File: src/rtl/clkgov_pkg.sv
package clkgov_pkg;

    typedef enum logic [1:0] {
        CODE_MULT = 2'b00,
        CODE_RSVD = 2'b01,
        CODE_DIV4 = 2'b10,
        CODE_PMM  = 2'b11
    } div_code_e;

    typedef enum logic [1:0] {
        SEQ_IDLE    = 2'd0,
        SEQ_CLEARED = 2'd1,
        SEQ_RATE    = 2'd2,
        SEQ_ARMED   = 2'd3
    } arm_seq_e;

    localparam logic [1:0] ADDR_CODE = 2'd0;
    localparam logic [1:0] ADDR_MEN  = 2'd1;
    localparam logic [1:0] ADDR_RATE = 2'd2;

endpackage

File: src/rtl/clkgov_mode_guard.sv
module clkgov_mode_guard
    import clkgov_pkg::*;
(
    input  logic       clk,
    input  logic       rst_n,
    input  logic       wr_en_i,
    input  logic [1:0] wr_addr_i,
    input  logic [1:0] wr_data_i,
    input  logic       regen_hold_i,
    input  logic       ready_i,
    output div_code_e  code_o,
    output logic       men_o,
    output logic       rate_o,
    output logic       arm_clr_o
);

    typedef struct packed {
        div_code_e code;
        logic      men;
        logic      rate;
        arm_seq_e  seq;
    } guard_t;

    guard_t st_d, st_q;
    logic   entry_ok;

    assign entry_ok = (st_q.code == CODE_DIV4) && !regen_hold_i && st_q.men
                      && ready_i && (st_q.seq == SEQ_ARMED);

    always_comb begin
        st_d      = st_q;
        arm_clr_o = 1'b0;
        if (wr_en_i) begin
            case (wr_addr_i)
                ADDR_CODE: begin
                    case (wr_data_i)
                        2'b10: st_d.code = CODE_DIV4;
                        2'b11: if (st_q.code != CODE_MULT) st_d.code = CODE_PMM;
                        2'b00: if (st_q.code != CODE_MULT && entry_ok) begin
                            st_d.code = CODE_MULT;
                            st_d.seq  = SEQ_IDLE;
                        end
                        default: ;
                    endcase
                end
                ADDR_MEN: begin
                    if (!wr_data_i[0]) begin
                        st_d.men  = 1'b0;
                        st_d.seq  = SEQ_CLEARED;
                        arm_clr_o = 1'b1;
                    end else if (!st_q.men) begin
                        st_d.men = 1'b1;
                        st_d.seq = (st_q.seq == SEQ_RATE) ? SEQ_ARMED : SEQ_IDLE;
                    end
                end
                ADDR_RATE: begin
                    if (!st_q.men) begin
                        st_d.rate = wr_data_i[0];
                        if (st_q.seq == SEQ_CLEARED || st_q.seq == SEQ_RATE)
                            st_d.seq = SEQ_RATE;
                    end
                end
                default: ;
            endcase
        end
    end

    always_ff @(posedge clk) begin
        if (!rst_n) begin
            st_q.code <= CODE_DIV4;
            st_q.men  <= 1'b0;
            st_q.rate <= 1'b0;
            st_q.seq  <= SEQ_IDLE;
        end else begin
            st_q <= st_d;
        end
    end

    assign code_o = st_q.code;
    assign men_o  = st_q.men;
    assign rate_o = st_q.rate;

endmodule

File: src/rtl/clkgov_warmup.sv
module clkgov_warmup #(
    parameter int LIMIT = 262144
) (
    input  logic clk,
    input  logic rst_n,
    input  logic men_i,
    input  logic arm_clr_i,
    output logic ready_o
);

    localparam int CW = (LIMIT > 1) ? $clog2(LIMIT) : 1;

    typedef struct packed {
        logic [CW-1:0] cnt;
        logic          ready;
    } warm_t;

    warm_t wm_d, wm_q;

    always_comb begin
        wm_d = wm_q;
        if (arm_clr_i) begin
            wm_d.cnt   = '0;
            wm_d.ready = 1'b0;
        end else if (men_i && !wm_q.ready) begin
            if (wm_q.cnt == CW'(LIMIT - 1))
                wm_d.ready = 1'b1;
            else
                wm_d.cnt = wm_q.cnt + CW'(1);
        end
    end

    always_ff @(posedge clk) begin
        if (!rst_n) begin
            wm_q.cnt   <= '0;
            wm_q.ready <= 1'b0;
        end else begin
            wm_q <= wm_d;
        end
    end

    assign ready_o = wm_q.ready;

endmodule

File: src/rtl/clkgov_strobe.sv
module clkgov_strobe
    import clkgov_pkg::*;
#(
    parameter int P_DIV4 = 16,
    parameter int P_PMM  = 4096,
    parameter int P_2X   = 8,
    parameter int P_4X   = 4
) (
    input  logic      clk,
    input  logic      rst_n,
    input  div_code_e code_i,
    input  logic      rate_i,
    output logic      stb_o
);

    localparam int PW = $clog2(P_PMM);

    typedef struct packed {
        logic [PW-1:0] cnt;
    } stb_t;

    stb_t sb_d, sb_q;
    logic [PW-1:0] reload;

    always_comb begin
        case (code_i)
            CODE_MULT: reload = rate_i ? PW'(P_4X - 1) : PW'(P_2X - 1);
            CODE_PMM:  reload = PW'(P_PMM - 1);
            default:   reload = PW'(P_DIV4 - 1);
        endcase
    end

    always_comb begin
        sb_d = sb_q;
        if (sb_q.cnt == '0)
            sb_d.cnt = reload;
        else
            sb_d.cnt = sb_q.cnt - PW'(1);
    end

    always_ff @(posedge clk) begin
        if (!rst_n) sb_q.cnt <= '0;
        else        sb_q     <= sb_d;
    end

    assign stb_o = (sb_q.cnt == '0);

endmodule

File: src/rtl/mcyc_clock_governor.sv
module mcyc_clock_governor
    import clkgov_pkg::*;
#(
    parameter int REF_PER_OSC = 4,
    parameter int DIV4_OSC    = 4,
    parameter int PMM_OSC     = 1024,
    parameter int WARM_OSC    = 65536
) (
    input  logic       clk,
    input  logic       rst_n,
    input  logic       wr_en_i,
    input  logic [1:0] wr_addr_i,
    input  logic [1:0] wr_data_i,
    input  logic       regen_hold_i,
    output logic [1:0] div_code_o,
    output logic       rate_sel_o,
    output logic       men_o,
    output logic       ready_o,
    output logic       mc_stb_o
);

    localparam int P_DIV4 = DIV4_OSC * REF_PER_OSC;
    localparam int P_PMM  = PMM_OSC * REF_PER_OSC;
    localparam int P_2X   = 2 * REF_PER_OSC;
    localparam int P_4X   = REF_PER_OSC;
    localparam int WLIM   = WARM_OSC * REF_PER_OSC;

    div_code_e code;
    logic      men, rate, ready, arm_clr;

    clkgov_mode_guard u_guard (
        .clk          (clk),
        .rst_n        (rst_n),
        .wr_en_i      (wr_en_i),
        .wr_addr_i    (wr_addr_i),
        .wr_data_i    (wr_data_i),
        .regen_hold_i (regen_hold_i),
        .ready_i      (ready),
        .code_o       (code),
        .men_o        (men),
        .rate_o       (rate),
        .arm_clr_o    (arm_clr)
    );

    clkgov_warmup #(.LIMIT(WLIM)) u_warm (
        .clk       (clk),
        .rst_n     (rst_n),
        .men_i     (men),
        .arm_clr_i (arm_clr),
        .ready_o   (ready)
    );

    clkgov_strobe #(
        .P_DIV4 (P_DIV4),
        .P_PMM  (P_PMM),
        .P_2X   (P_2X),
        .P_4X   (P_4X)
    ) u_stb (
        .clk    (clk),
        .rst_n  (rst_n),
        .code_i (code),
        .rate_i (rate),
        .stb_o  (mc_stb_o)
    );

    assign div_code_o = code;
    assign rate_sel_o = rate;
    assign men_o      = men;
    assign ready_o    = ready;

endmodule

File: config.mk
export PLATFORM = sky130hd
export DESIGN_NAME = mcyc_clock_governor
export DESIGN_NICKNAME = d
export VERILOG_FILES = /design/src/rtl/clkgov_pkg.sv /design/src/rtl/clkgov_mode_guard.sv /design/src/rtl/clkgov_warmup.sv /design/src/rtl/clkgov_strobe.sv /design/src/rtl/mcyc_clock_governor.sv
export SDC_FILE = /design/constraint.sdc
export NUM_CORES = 1
export LEC_CHECK = 0
export BUFFER_PORTS_ARGS = -buffer_cell sky130_fd_sc_hd__clkbuf_2
export CORE_MARGIN = 5
export CORE_UTILIZATION = 25
export CTS_CLUSTER_DIAMETER = 30
export DETAILED_ROUTE_END_ITERATION = 8
export HOLD_SLACK_MARGIN = 0.12
export PLACE_DENSITY = 0.5
export SYNTH_ARGS = -nofsm -noshare
export SYNTH_HDL_FRONTEND = slang
export SYNTH_SLANG_ARGS = --single-unit
File: constraint.sdc
create_clock -name clk -period 4.35 [get_ports clk]
set_input_delay 0.2175 -clock clk [delete_from_list [all_inputs] [get_ports clk]]
set_output_delay 0.2175 -clock clk [all_outputs]
set_load 0.01 [all_outputs]
==> run_results.csv <==
group,metric,value,unit
timing,rsz0062_at_grt,"no",
cells_and_area,finalNetCount,257,
critical_path,start_kind,"flip-flop",
die,die_h,98.6,µm
drt,viasPerCell,4.63,
synthesis,syn-cell-area,1960,µm²
global_route,grt_use_total,0.0845,
synthesis,async_reset_ff_frac,0,
timing,setup_viol_count_final,0,
cells_and_area,design_area,2200,µm²
clocking,clk_latency,280,ps
die,dieWidth,98.6,µm
clocking,cts-resized-gates,0,
synthesis,ys_ff_latch,37,
timing,worst_slack,1990,ps
synthesis,yosys.area.top_type_share,0.377,
synthesis,synth_area_per_cell,8.69,µm²
timing,post-route-min-period,2360,ps
drt,routed_wl,3.82,mm
critical_path,regToRegSetupSlack,1990,ps
clocking,holdBufCountCts,0,
clocking,cts_tree,"yes",
die,ios,14,
synthesis,netlist_top_cells_area,"dfxtp_1 (38%), ha_1 (7.6%), xnor2_1 (6.7%)",
synthesis,syn-num-nets,246,
power_and_ir_drop,switchingPower,0.302,mW
global_route,grt_pass1_vias,1581,
placed_design,port_buffers,13,
cells_and_area,layout_commonest_cell,"dfxtp_1",
placed_design,post-place-ws,1960,ps
die,core_area,7690,µm²
critical_path,critPathRequiredTime,4520,ps
drt,remaining_drc_errors,0,
synthesis,yosys_most_used_dff,"dfxtp_1",
clocking,cts_root_buf,"clkbuf_8",
drt,antenna_left,0,
clocking,cts_made_buffers,5,
power_and_ir_drop,p_seq_frac,0.468,
power_and_ir_drop,vdd_drop_max,0.134,mV
critical_path,worst_setup_path_end_kind,"flip-flop",
drt,via_count,1570,
timing,setup_tns,0,ps
global_route,antenna_found_initial,0,
drt,drt-initial-drc-count,83,
power_and_ir_drop,swShare,0.320,
timing,drv_slew,0,
critical_path,crit_type,"flip-flop to flip-flop",
power_and_ir_drop,p_leak,0.843,nW
critical_path,arrival,2530,ps
timing,hold_viol,0,
clocking,cts.htree.levels,2,
cells_and_area,syn_to_final_growth,12.1,%
placed_design,placed_area,2120,µm²
cells_and_area,diodes,0,
drt,wl_per_cell,11.3,µm
die,num_rows,32,
timing,fin_crit_sh,0.543,
power_and_ir_drop,powerDensity,429,nW/µm²
synthesis,ys_seq_area_frac,0.377,
placed_design,dpl.hpwl,2.69,mm
synthesis,synth_warnings,0,
synthesis,synth_largest_area_cell,"dfxtp_1",
min_path,hold_class,"primary input to flip-flop",
flow_run,maxCapViolations,0,
global_route,gr-total-overflow,0,
synthesis,synth_enable_flop_cells,0,
timing,max_freq,424,MHz
critical_path,crit_path_max_fanout,12,
placed_design,place.gp.congestion,0.728,
clocking,postCtsSetupBuffers,0,
timing,tightest_slew,835,ps
clocking,cts.clk_slew.worst_paths,70,ps
synthesis,netlist_instances,226,
power_and_ir_drop,comb_power_share,0.277,
global_route,grt_pass1_wl,7.00,mm
cells_and_area,layout-drive-gt1-share,0.101,
drt,drt_first_pass_iters,4,
clocking,clock_path_buffers,2,
cells_and_area,fin_cells,339,
timing,max_slew_margin,0.441,
synthesis,yosys.cell_types.count,42,
die,initial_core_util,0.256,
timing,finClkSkew,7.22,ps
placed_design,dp_cells,332,
power_and_ir_drop,p_clk_frac,0.255,
die,dieArea,9730,µm²
cells_and_area,mostFrequentLayoutCells,"dfxtp_1 (37), nor2_1 (26), nand2_1 (16)",
clocking,cts_sinks,37,
outcome,status,"finished, final reports clean",
power_and_ir_drop,intPower,0.643,mW
global_route,grt_max_degree,22,
## state kept, by name, indices dropped and copies added (netlist names)
name / flops
u_guard.st_q: 2
u_stb.sb_q: 12
u_guard.code_o: 2
u_guard.men_o: 1
u_guard.rate_o: 1
u_warm.wm_q: 18
u_warm.ready_o: 1
## synthesized netlist by cell type, types with 2 or more instances
master and number:
nand3_1 9, nor2b_1 3, a311oi_1 2, and2_1 3, buf_4 2, mux2i_1 4
nand4_1 10, clkbuf_1 5, a31oi_1 4, a31o_2 2, a21o_1 2, nor3_1 2
inv_1 13, nand2_1 16, xor2_1 9, a211oi_1 3, nor2_1 26, and3_1 5
nand3b_1 2, buf_2 2, a21oi_1 13, xnor2_1 15, o21ai_0 2, ha_1 12
o211ai_1 2, a21boi_0 3, and4_1 4, dfxtp_1 37
## worst paths after layout
| kind | from | to | depth (start not counted) |
|---|---|---|---|
| setup / recovery | u_guard.men_o | u_warm.wm_q[18] | 5 |
| hold / removal | wr_en_i | u_guard.men_o | 3 |
| setup reg to reg | u_guard.men_o | u_warm.wm_q[18] | 5 |
| hold reg to reg | u_guard.st_q[1] | u_guard.st_q[1] | 2 |
## power by group through the flow
stage               logic, mW  registers [mW]  clock network [mW]
global placement        0.264           0.448                   0
CTS                     0.267           0.443               0.252
floorplan               0.220           0.440                   0
global route            0.303           0.450               0.268
finish                  0.262           0.442               0.241
detailed placement      0.265           0.451                   0
## critical path, stage by stage, from the launching register on
cell      delay, ps
dfxtp_1         450
nor2b_1         680
nand4_1         350
a311oi_2        420
a211oi_1        130
a31o_2          220
## stage by stage
stage	hold slack (ps)	util	power (mW)
after floorplan	362	-	0.660
after global routing	281	0.286	1.02
final	259	0.286	0.945
after detailed placement	477	0.275	0.716
after global placement	465	0.275	0.713
after CTS	251	0.286	0.963
## cell type report
cell class / count / area (µm²)
Clock buffer: 7 / 86.3
Fill cell: 842 / 5490
Inverter: 13 / 48.8
Multi-Input combinational cell: 166 / 1130
Sequential cell: 37 / 741
Tap cell: 102 / 128
Timing Repair Buffer: 14 / 72.6
## metal layers
layer  track usage  vias up  part of all wire
met3        0.0226        2             0.025
met1         0.112      741              0.51
met5             0        -                 0
met2         0.138       13              0.46
met4        0.0189        0            0.0050
li1              -      814                 -
## logic make-up after synthesis
| family | Yosys count | synth area share |
|---|---|---|
| buf+inv | 23 | 0.0497 |
| simple gates | 88 | 0.240 |
| compound gates | 38 | 0.129 |
| flops | 37 | 0.377 |
| xor+xnor | 24 | 0.107 |
| mux | 4 | 0.0204 |
| fa+ha+maj | 12 | 0.0764 |
Power figures use the tool's default switching activity.
